File: src/rtl/extbus_pkg.sv
package extbus_pkg;

  typedef enum logic [1:0] {
    ST_IDLE = 2'd0,
    ST_NULL = 2'd1,
    ST_ACT  = 2'd2
  } busSt_t;

  // ready-select encodings (cfg bits [4:3])
  localparam logic [1:0] RDY_EXT = 2'b00;
  localparam logic [1:0] RDY_CNT = 2'b01;
  localparam logic [1:0] RDY_AND = 2'b10;
  localparam logic [1:0] RDY_OR  = 2'b11;

  // strobes from control to datapath
  typedef struct packed {
    logic takeWr;   // capture CPU write into the posted buffer
    logic loadRd;   // current cycle address from CPU
    logic loadWr;   // current cycle address/data from posted buffer
    logic loadCnt;  // load wait counter
    logic tick;     // count one active cycle
    logic finRd;    // capture read data
    logic finish;   // cycle complete, remember its bank
  } busCtl_t;

endpackage

File: src/rtl/extBusCtl_ctrl.sv
module extBusCtl_ctrl
  import extbus_pkg::*;
#(
  parameter int WAIT_W = 4,
  parameter int BSEL_W = 5,
  localparam int CFG_W = 5 + WAIT_W + BSEL_W
) (
  input  logic              clk,
  input  logic              rstN,
  input  logic              cfgWe,
  input  logic [CFG_W-1:0]  cfgData,
  input  logic              cpuReq,
  input  logic              cpuRd,
  input  logic              extRdy,
  input  logic              cntDone,
  input  logic              bankDiff,
  output busCtl_t           ctl,
  output logic [WAIT_W-1:0] cfgWait,
  output logic [BSEL_W-1:0] cfgBank,
  output logic              busStrb,
  output logic              busRnw,
  output logic              cpuAck
);

  busSt_t     state, nextState;
  logic [1:0] rdyMode;
  logic       wbValid;
  logic       ackQ;
  logic       rnwQ;
  logic       rdyMux;

  always_comb begin
    unique case (rdyMode)
      RDY_EXT: rdyMux = extRdy;
      RDY_CNT: rdyMux = cntDone;
      RDY_AND: rdyMux = cntDone & extRdy;
      default: rdyMux = cntDone | extRdy;
    endcase
  end

  always_comb begin
    ctl        = '0;
    nextState  = state;
    ctl.takeWr = cpuReq && !cpuRd && !wbValid && !ackQ;
    unique case (state)
      ST_IDLE: begin
        if (wbValid) begin
          ctl.loadWr  = 1'b1;
          ctl.loadCnt = 1'b1;
          nextState   = ST_ACT;
        end else if (cpuReq && cpuRd && !ackQ) begin
          ctl.loadRd = 1'b1;
          if (bankDiff) begin
            nextState = ST_NULL;
          end else begin
            ctl.loadCnt = 1'b1;
            nextState   = ST_ACT;
          end
        end
      end
      ST_NULL: begin
        ctl.loadCnt = 1'b1;
        nextState   = ST_ACT;
      end
      default: begin
        ctl.tick = 1'b1;
        if (rdyMux) begin
          ctl.finish = 1'b1;
          ctl.finRd  = rnwQ;
          nextState  = ST_IDLE;
        end
      end
    endcase
  end

  always_ff @(posedge clk) begin
    if (!rstN) begin
      state   <= ST_IDLE;
      wbValid <= 1'b0;
      ackQ    <= 1'b0;
      rnwQ    <= 1'b1;
      rdyMode <= RDY_OR;
      cfgWait <= '1;
      cfgBank <= '0;
    end else begin
      state <= nextState;
      ackQ  <= ctl.takeWr || (ctl.finish && rnwQ);
      if (ctl.takeWr) wbValid <= 1'b1;
      else if (ctl.finish && !rnwQ) wbValid <= 1'b0;
      if (ctl.loadRd) rnwQ <= 1'b1;
      else if (ctl.loadWr) rnwQ <= 1'b0;
      if (cfgWe) begin
        rdyMode <= cfgData[4:3];
        cfgWait <= cfgData[5 +: WAIT_W];
        cfgBank <= cfgData[5+WAIT_W +: BSEL_W];
      end
    end
  end

  assign busStrb = (state == ST_ACT);
  assign busRnw  = rnwQ;
  assign cpuAck  = ackQ;

  // pin-only mode waits for the pin
  a_r1_ext_wait: assert property (@(posedge clk) disable iff (!rstN)
    (state == ST_ACT && rdyMode == RDY_EXT && !extRdy) |=> state == ST_ACT);
  // counter-only mode waits for the counter
  a_r2_cnt_wait: assert property (@(posedge clk) disable iff (!rstN)
    (state == ST_ACT && rdyMode == RDY_CNT && !cntDone) |=> state == ST_ACT);
  // AND mode needs the counter to expire
  a_r3_and_wait: assert property (@(posedge clk) disable iff (!rstN)
    (state == ST_ACT && rdyMode == RDY_AND && !cntDone) |=> state == ST_ACT);
  // a dead cycle is always followed by a read strobe
  a_r6_null_then_read: assert property (@(posedge clk) disable iff (!rstN)
    (state == ST_NULL) |=> (state == ST_ACT && busRnw));
  // the posted buffer is never overwritten
  a_r8_no_overwrite: assert property (@(posedge clk) disable iff (!rstN)
    ctl.takeWr |-> !wbValid);
  // no read on the bus while a write is pending
  a_r9_read_after_drain: assert property (@(posedge clk) disable iff (!rstN)
    (state == ST_ACT && busRnw) |-> !wbValid);
  // acknowledge is a single-cycle pulse
  a_r11_ack_pulse: assert property (@(posedge clk) disable iff (!rstN)
    cpuAck |=> !cpuAck);

endmodule

File: src/rtl/extBusCtl_dp.sv
module extBusCtl_dp
  import extbus_pkg::*;
#(
  parameter int ADDR_W = 24,
  parameter int DATA_W = 32,
  parameter int WAIT_W = 4,
  parameter int BSEL_W = 5,
  parameter int PAGES  = 4,
  localparam int PSEL_W = $clog2(PAGES)
) (
  input  logic              clk,
  input  logic              rstN,
  input  busCtl_t           ctl,
  input  logic [ADDR_W-1:0] cpuAddr,
  input  logic [DATA_W-1:0] cpuWdata,
  input  logic [WAIT_W-1:0] cfgWait,
  input  logic [BSEL_W-1:0] cfgBank,
  input  logic              strbOn,
  input  logic [DATA_W-1:0] busRdata,
  output logic [ADDR_W-1:0] busAddr,
  output logic [DATA_W-1:0] busWdata,
  output logic [DATA_W-1:0] cpuRdata,
  output logic [PAGES-1:0]  pageStrb,
  output logic              cntDone,
  output logic              bankDiff
);

  logic [ADDR_W-1:0] wbAddr, lastAddr, bankMask;
  logic [DATA_W-1:0] wbData;
  logic [WAIT_W-1:0] waitCnt;

  assign bankMask = ~({ADDR_W{1'b1}} >> cfgBank);
  assign bankDiff = |((cpuAddr ^ lastAddr) & bankMask);
  assign cntDone  = (waitCnt == '0);

  always_ff @(posedge clk) begin
    if (!rstN) begin
      wbAddr   <= '0;
      wbData   <= '0;
      busAddr  <= '0;
      busWdata <= '0;
      cpuRdata <= '0;
      lastAddr <= '0;
      waitCnt  <= '0;
    end else begin
      if (ctl.takeWr) begin
        wbAddr <= cpuAddr;
        wbData <= cpuWdata;
      end
      if (ctl.loadRd) busAddr <= cpuAddr;
      else if (ctl.loadWr) begin
        busAddr  <= wbAddr;
        busWdata <= wbData;
      end
      if (ctl.loadCnt) waitCnt <= cfgWait;
      else if (ctl.tick && !cntDone) waitCnt <= waitCnt - 1'b1;
      if (ctl.finRd) cpuRdata <= busRdata;
      if (ctl.finish) lastAddr <= busAddr;
    end
  end

  for (genvar p = 0; p < PAGES; p++) begin : g_page
    assign pageStrb[p] = strbOn && (busAddr[ADDR_W-1 -: PSEL_W] == PSEL_W'(p));
  end

  // never more than one page strobe
  a_r10_page_onehot: assert property (@(posedge clk) disable iff (!rstN)
    $onehot0(pageStrb));
  // read data changes only on a completing read
  a_r11_rdata_hold: assert property (@(posedge clk) disable iff (!rstN)
    !ctl.finRd |=> $stable(cpuRdata));

endmodule

File: src/rtl/extBusCtl.sv
module extBusCtl
  import extbus_pkg::*;
#(
  parameter int ADDR_W = 24,
  parameter int DATA_W = 32,
  parameter int WAIT_W = 4,
  localparam int BSEL_W = $clog2(ADDR_W + 1),
  localparam int CFG_W  = 5 + WAIT_W + BSEL_W
) (
  input  logic              clk,
  input  logic              rstN,
  input  logic              cfgWe,
  input  logic [CFG_W-1:0]  cfgData,
  input  logic              cpuReq,
  input  logic              cpuRd,
  input  logic [ADDR_W-1:0] cpuAddr,
  input  logic [DATA_W-1:0] cpuWdata,
  output logic              cpuAck,
  output logic [DATA_W-1:0] cpuRdata,
  output logic              busStrb,
  output logic [3:0]        pageStrb,
  output logic [ADDR_W-1:0] busAddr,
  output logic [DATA_W-1:0] busWdata,
  output logic              busRnw,
  input  logic [DATA_W-1:0] busRdata,
  input  logic              extRdy
);

  busCtl_t           ctl;
  logic [WAIT_W-1:0] cfgWait;
  logic [BSEL_W-1:0] cfgBank;
  logic              cntDone, bankDiff;

  extBusCtl_ctrl #(.WAIT_W(WAIT_W), .BSEL_W(BSEL_W)) u_ctrl (
    .clk(clk), .rstN(rstN), .cfgWe(cfgWe), .cfgData(cfgData),
    .cpuReq(cpuReq), .cpuRd(cpuRd), .extRdy(extRdy),
    .cntDone(cntDone), .bankDiff(bankDiff), .ctl(ctl),
    .cfgWait(cfgWait), .cfgBank(cfgBank),
    .busStrb(busStrb), .busRnw(busRnw), .cpuAck(cpuAck)
  );

  extBusCtl_dp #(.ADDR_W(ADDR_W), .DATA_W(DATA_W), .WAIT_W(WAIT_W),
                 .BSEL_W(BSEL_W), .PAGES(4)) u_dp (
    .clk(clk), .rstN(rstN), .ctl(ctl), .cpuAddr(cpuAddr),
    .cpuWdata(cpuWdata), .cfgWait(cfgWait), .cfgBank(cfgBank),
    .strbOn(busStrb), .busRdata(busRdata), .busAddr(busAddr),
    .busWdata(busWdata), .cpuRdata(cpuRdata), .pageStrb(pageStrb),
    .cntDone(cntDone), .bankDiff(bankDiff)
  );

endmodule

File: config.mk
export PLATFORM = sky130hd
export DESIGN_NAME = extBusCtl
export DESIGN_NICKNAME = d
export VERILOG_FILES = /design/src/rtl/extbus_pkg.sv /design/src/rtl/extBusCtl_ctrl.sv /design/src/rtl/extBusCtl_dp.sv /design/src/rtl/extBusCtl.sv
export SDC_FILE = /design/constraint.sdc
export NUM_CORES = 1
export LEC_CHECK = 0
export ABC_AREA = 1
export BUFFER_PORTS_ARGS = -buffer_cell sky130_fd_sc_hd__buf_4
export CELL_PAD_IN_SITES_DETAIL_PLACEMENT = 0
export CELL_PAD_IN_SITES_GLOBAL_PLACEMENT = 2
export CORE_UTILIZATION = 31
export CTS_CLUSTER_DIAMETER = 80
export DETAILED_ROUTE_END_ITERATION = 12
export PLACE_DENSITY = 0.92
export REMOVE_ABC_BUFFERS = 1
export SETUP_SLACK_MARGIN = 0.02
export SYNTH_ARGS = -nofsm -noshare
export SYNTH_HDL_FRONTEND = slang
export SYNTH_HIERARCHICAL = 1
export SYNTH_SLANG_ARGS = --single-unit
File: constraint.sdc
create_clock -name clk -period 2.7 [get_ports clk]
set_input_delay 0.27 -clock clk [delete_from_list [all_inputs] [get_ports clk]]
set_output_delay 0.27 -clock clk [all_outputs]
set_load 0.05 [all_outputs]
# ---- Word-level counts from Yosys, hierarchy flattened
# Index checks and enable logic that the tools add are counted.
# W data, S select, Z words.
dict set report totals {
  ff_bits 188
  word_cells 84
  output_inout_bits 95
}
dict set report op_classes {
  n_eq_ne 8
  bitwise 7
  add_sub_neg 1
  n_shift 1
  n_mux 22
  n_reduce_logical 31
}
# operator count
set op_table {}
lappend op_table {{$mux W24} 2}
lappend op_table {{$and A24 B24 Y24} 1}
lappend op_table {{$not A24 Y24} 1}
lappend op_table {{$reduce_or A24 Y1} 1}
lappend op_table {{$shr A24 B5 Y24 const A} 1}
lappend op_table {{$xor A24 B24 Y24} 1}
lappend op_table {{$logic_and A1 B1 Y1} 12}
lappend op_table {{$mux W2} 6}
lappend op_table {{$eq A2 B2 Y1 const B} 4}
lappend op_table {{$mux W1} 8}
lappend op_table {{$mux W4} 2}
lappend op_table {{$eq A2 B1 Y1 const B} 3}
lappend op_table {{$logic_not A2 Y1} 3}
lappend op_table {{$reduce_bool A2 Y1} 3}
lappend op_table {{$logic_not A1 Y1} 5}
lappend op_table {{$logic_not A4 Y1} 1}
lappend op_table {{$pmux W2 S2} 1}
lappend op_table {{$reduce_and A2 Y1} 2}
lappend op_table {{$reduce_or A2 Y1} 2}
lappend op_table {{$sub A4 B1 Y4 const B} 1}
lappend op_table {{$mux W3} 1}
lappend op_table {{$ne A3 B1 Y1 const B} 1}
lappend op_table {{$pmux W1 S3} 1}
lappend op_table {{$reduce_bool A3 Y1} 1}
lappend op_table {{other kinds (5)} 6}

# ---- Depth between registers and ports, before layout
dict set report logic_depth {
  depth_word 9
  ltp_mapped 16
}

# ---- By module
# Netlist, hierarchy kept.
# module n_inst cells_per_inst area_each_um2 seq_area_each_um2
set by_module_without_submodules {}
lappend by_module_without_submodules {extBusCtl_dp 1 953 6859.1 3443.3}
lappend by_module_without_submodules {extBusCtl_ctrl 1 97 688.2 320.3}

# ---- Least setup slack after synthesis
# Ideal clock, no wire load.
dict set report synth_timing {
  path_type {register -> output}
  from {register u_ctrl.state[1]}
  to {output pageStrb[0]}
  required_time_ns 2.430
  stages_incl_launch_ff 5
  arrival_time_ns 2.362
  path_slack_ns 0.068
  path_cell_list {dfxtp_1 -> inv_2 -> nor2_1 -> inv_1 -> nor3_1}
}
dict set report synth_via {
  elab_chain_len 2
}
# item line
set synth_rtl {}
lappend synth_rtl {{start, declared} extBusCtl_ctrl.sv:25} ;# busSt_t state, nextState;
lappend synth_rtl {{start signal, assigned} extBusCtl_ctrl.sv:86} ;# state <= nextState;
lappend synth_rtl {{$eq A2 B2 Y1} extBusCtl_ctrl.sv:100} ;# assign busStrb = (state == ST_ACT);
lappend synth_rtl {{named net busStrb} extBusCtl.sv:20} ;# output logic busStrb,
lappend synth_rtl {{$logic_and A1 B1 Y1} extBusCtl_dp.sv:63} ;# assign pageStrb[p] = strbOn && (busAddr[ADDR_W-1 -: PSEL_W] == PSEL_W'(p));
lappend synth_rtl {{end, declared} extBusCtl.sv:21} ;# output logic [3:0] pageStrb,
# The timed path passes the listed nets, and every way through them passes these cells.

==> results.json <==
{
  "drtPass1Iterations": 5,
  "ys_ff_latch": 188,
  "critPathRequiredTime_ns": 3.04,
  "cap_viol_max_count": 0,
  "fin_skew_ns": 0.00984,
  "holdBufCountCts": 0,
  "core_um2": 23700,
  "antenna_found_initial": 0,
  "max-slew-margin-rel_pct": 26.8,
  "ys_seq_area_share_pct": 49.9,
  "synth.distinct_cells": 30,
  "finalSetupViolCount": 0,
  "fin_crit_sh_pct": 83.5,
  "cts_resized": 0,
  "gp_congestion": 0.793,
  "syn_avg_cell_area_um2": 7.19,
  "diodes": 0,
  "syn_inst": 1050,
  "min_from": "cfgData[6]",
  "grt_pass1_vias": 6490,
  "wl_per_cell_um": 13.5,
  "power_frac_comb_pct": 33.1,
  "syn2layout_area_growth_pct": 30.6,
  "internal_power_uw": 5580,
  "final.min_clock_period_ns": 2.25,
  "ioPinCount": 203,
  "ys_top_cells_by_area": "dfxtp_1, nor2_1, o21ai_0",
  "p_clk_share_pct": 28.0,
  "cp-end-kind": "flop",
  "final_area_um2": 9860,
  "holdPathEnd": "u_ctrl/cfgWait[1]",
  "worstHoldPathType": "in2reg",
  "hold_viol": 0,
  "layout-drive-gt1-share_pct": 21.3,
  "cts.clk_slew.worst_paths_ns": 0.07,
  "p_sw_uw": 3490,
  "clkLatencyLatePin_ns": 0.42,
  "crit_path_start_kind": "flop",
  "wirelength_um": 21000,
  "rows": 56,
  "yosysTopAreaCellShare_pct": 49.9,
  "final_antenna_net_count": 0,
  "grt-ovfl-total": 0,
  "whs_path_depth": 3,
  "clockBufferDepth": 2,
  "rr_worst_depth": 15,
  "rr_endpoint": "u_dp/waitCnt[0]",
  "r2r-start": "u_ctrl/cfgBank[3]",
  "grt_use_total_pct": 17.2,
  "worst-setup-path-type": "reg2reg",
  "vias_per_cell": 4.47,
  "portBuffers": 199,
  "clock-sinks": 188,
  "rsz0062_at_grt": "false",
  "peakVddDrop_v": 0.000418,
  "die_area_um2": 25000,
  "drv_slew": 0,
  "tightest_slew_ns": 1.10,
  "fp.dieW_um": 158,
  "initialDrtViolationCount": 279,
  "arrival_ns": 2.60,
  "cts_made_buffers": 17,
  "placed_cell_area_um2": 9270,
  "pre_cts_ws_ns": 0.414,
  "grt_max_degree": 60,
  "rrSetupSlack_ns": 0.45,
  "setup_slack_ns": 0.446,
  "cts_setup_buffers": 0,
  "nets": 1330,
  "start_util_pct": 31.9,
  "dp_hpwl_um": 13800,
  "synth_warnings": 6,
  "synth_area_um2": 7550,
  "clock-root-buffer": "clkbuf_16",
  "cts_tree": "yes",
  "die_y_um": 158,
  "drcViolationCount": 0,
  "clock.fmax_mhz": 444,
  "path_max_fanout": 9,
  "yosys.area.top_type": "dfxtp_1",
  "dr_total_vias": 6935,
  "run_status": "finished clean",
  "p_per_area_nw_per_um2": 920,
  "grt_pass1_wl_um": 33500,
  "leakage_uw": 0.00483,
  "seqPwrFrac_pct": 38.8,
  "h-tree-depth": 4,
  "switching_share_pct": 38.5
}
-- worst max path at each step --
stage          depth (start not counted)  slack, ns               from          endpoint
3_5_place_dp                          15       0.41  u_ctrl/cfgBank[3]   u_dp/waitCnt[2]
5_1_grt                               15       0.12  u_ctrl/cfgBank[3]   u_dp/waitCnt[0]
2_1_floorplan                         12      -0.14      u_ctrl/cpuAck  u_dp/busAddr[16]
4_1_cts                               15       0.41  u_ctrl/cfgBank[3]   u_dp/waitCnt[0]
3_3_place_gp                          15       0.44  u_ctrl/cfgBank[3]   u_dp/waitCnt[0]
6_report                              15       0.45  u_ctrl/cfgBank[3]   u_dp/waitCnt[0]
-- through the flow --
step / power (uW) / setup TNS, ns / cells / util [%] / hold slack, ns
final: 9070 / 0 / 1553 / 41.6 / 0.0558
after global routing: 9630 / 0 / 1553 / 41.6 / 0.0381
after CTS: 9190 / 0 / 1553 / 41.6 / 0.0335
after detailed placement: 6610 / 0 / 1521 / 39.1 / 0.448
after floorplan: 5570 / -5.30 / 993 / - / 0.354
after global placement: 6590 / 0 / 1521 / 39.1 / 0.440
-- flip-flops by register name (all words and copies together), names as in the netlist, 5 cells and up --
signal / flops
u_dp/busWdata: 32
u_dp/cpuRdata: 32
u_dp/wbData: 32
u_dp/busAddr: 24
u_dp/lastAddr: 24
u_dp/wbAddr: 24
u_ctrl/cfgBank: 5
-- final cells by class --
type | count | area, um^2
sequential | 188 | 3760
multi-input combinational | 719 | 3190
fill | 2528 | 13800
tap | 319 | 399
clock inverter | 14 | 160
clock buffer | 18 | 429
timing repair buffer | 209 | 1590
inverter | 86 | 323
-- worst max-delay path, stage by stage, from the launching register on --
cell,delay (ns)
dfxtp_1,0.45
nor2_4,0.23
nand2_1,0.07
nand2_1,0.06
nand2_1,0.05
nor2_1,0.11
nand3_1,0.08
nor2_1,0.11
nand2_1,0.08
nand2_1,0.10
o21ai_0,0.08
nor2_1,0.27
inv_1,0.14
nand2_1,0.16
nor2_1,0.05
a211oi_1,0.15
-- per-layer routing --
metal | up-vias | GRT usage [%] | wire length (um)
li1 | 3659 | - | -
met1 | 3129 | 20.9 | 9540
met2 | 133 | 29.2 | 9890
met3 | 14 | 5.42 | 1370
met4 | 0 | 4.53 | 178
met5 | - | 0 | 0
-- cell families after synthesis --
kind of cell | synth area share (%)
buffers and inverters | 7.91
XOR/XNOR | 1.62
AND/OR/NAND/NOR | 24.6
AO/OA/AOI/OAI | 15.8
adder cells (fa/ha/maj) | 0.166
flip-flops | 49.9
-- power by group through the flow --
stage / Combinational [uW] / Sequential (uW) / Clock [uW]
floorplan: 1190 / 4390 / 0
global placement: 3020 / 3570 / 0
detailed placement: 3030 / 3580 / 0
CTS: 3040 / 3520 / 2630
global route: 3310 / 3580 / 2740
finish: 3010 / 3520 / 2540
-- placed cells by master (no fill, tap or decap), types with 16 or more instances in the layout --
| master | synthesis | layout |
|---|---|---|
| a21oi_1 | 34 | 34 |
| a22oi_1 | 16 | 16 |
| buf_4 | 1 | 207 |
| clkbuf_16 | 0 | 17 |
| dfxtp_1 | 188 | 188 |
| inv_1 | 74 | 73 |
| nand2_1 | 158 | 158 |
| nand3_1 | 24 | 24 |
| nor2_1 | 281 | 281 |
| o21ai_0 | 122 | 122 |
| o21ai_1 | 49 | 49 |
-- synthesized netlist by cell type --
library cell / count
o211ai_1: 1
nor2_2: 3
a21oi_2: 2
a31oi_1: 1
o21ai_1: 49
nand3_2: 1
buf_2: 21
buf_6: 4
xnor2_1: 4
inv_2: 11
nor3_1: 4
clkbuf_1: 30
or2_2: 1
nand2_2: 3
a211oi_1: 2
o21ai_0: 122
nor2_4: 1
xor2_1: 10
nand2_1: 158
clkinv_1: 1
nand4_1: 1
buf_1: 1
a21oi_1: 34
buf_4: 1
nand3_1: 24
inv_1: 74
nor2_1: 281
a22oi_1: 16
ha_1: 1
dfxtp_1: 188
(Power assumes the default switching activity.)
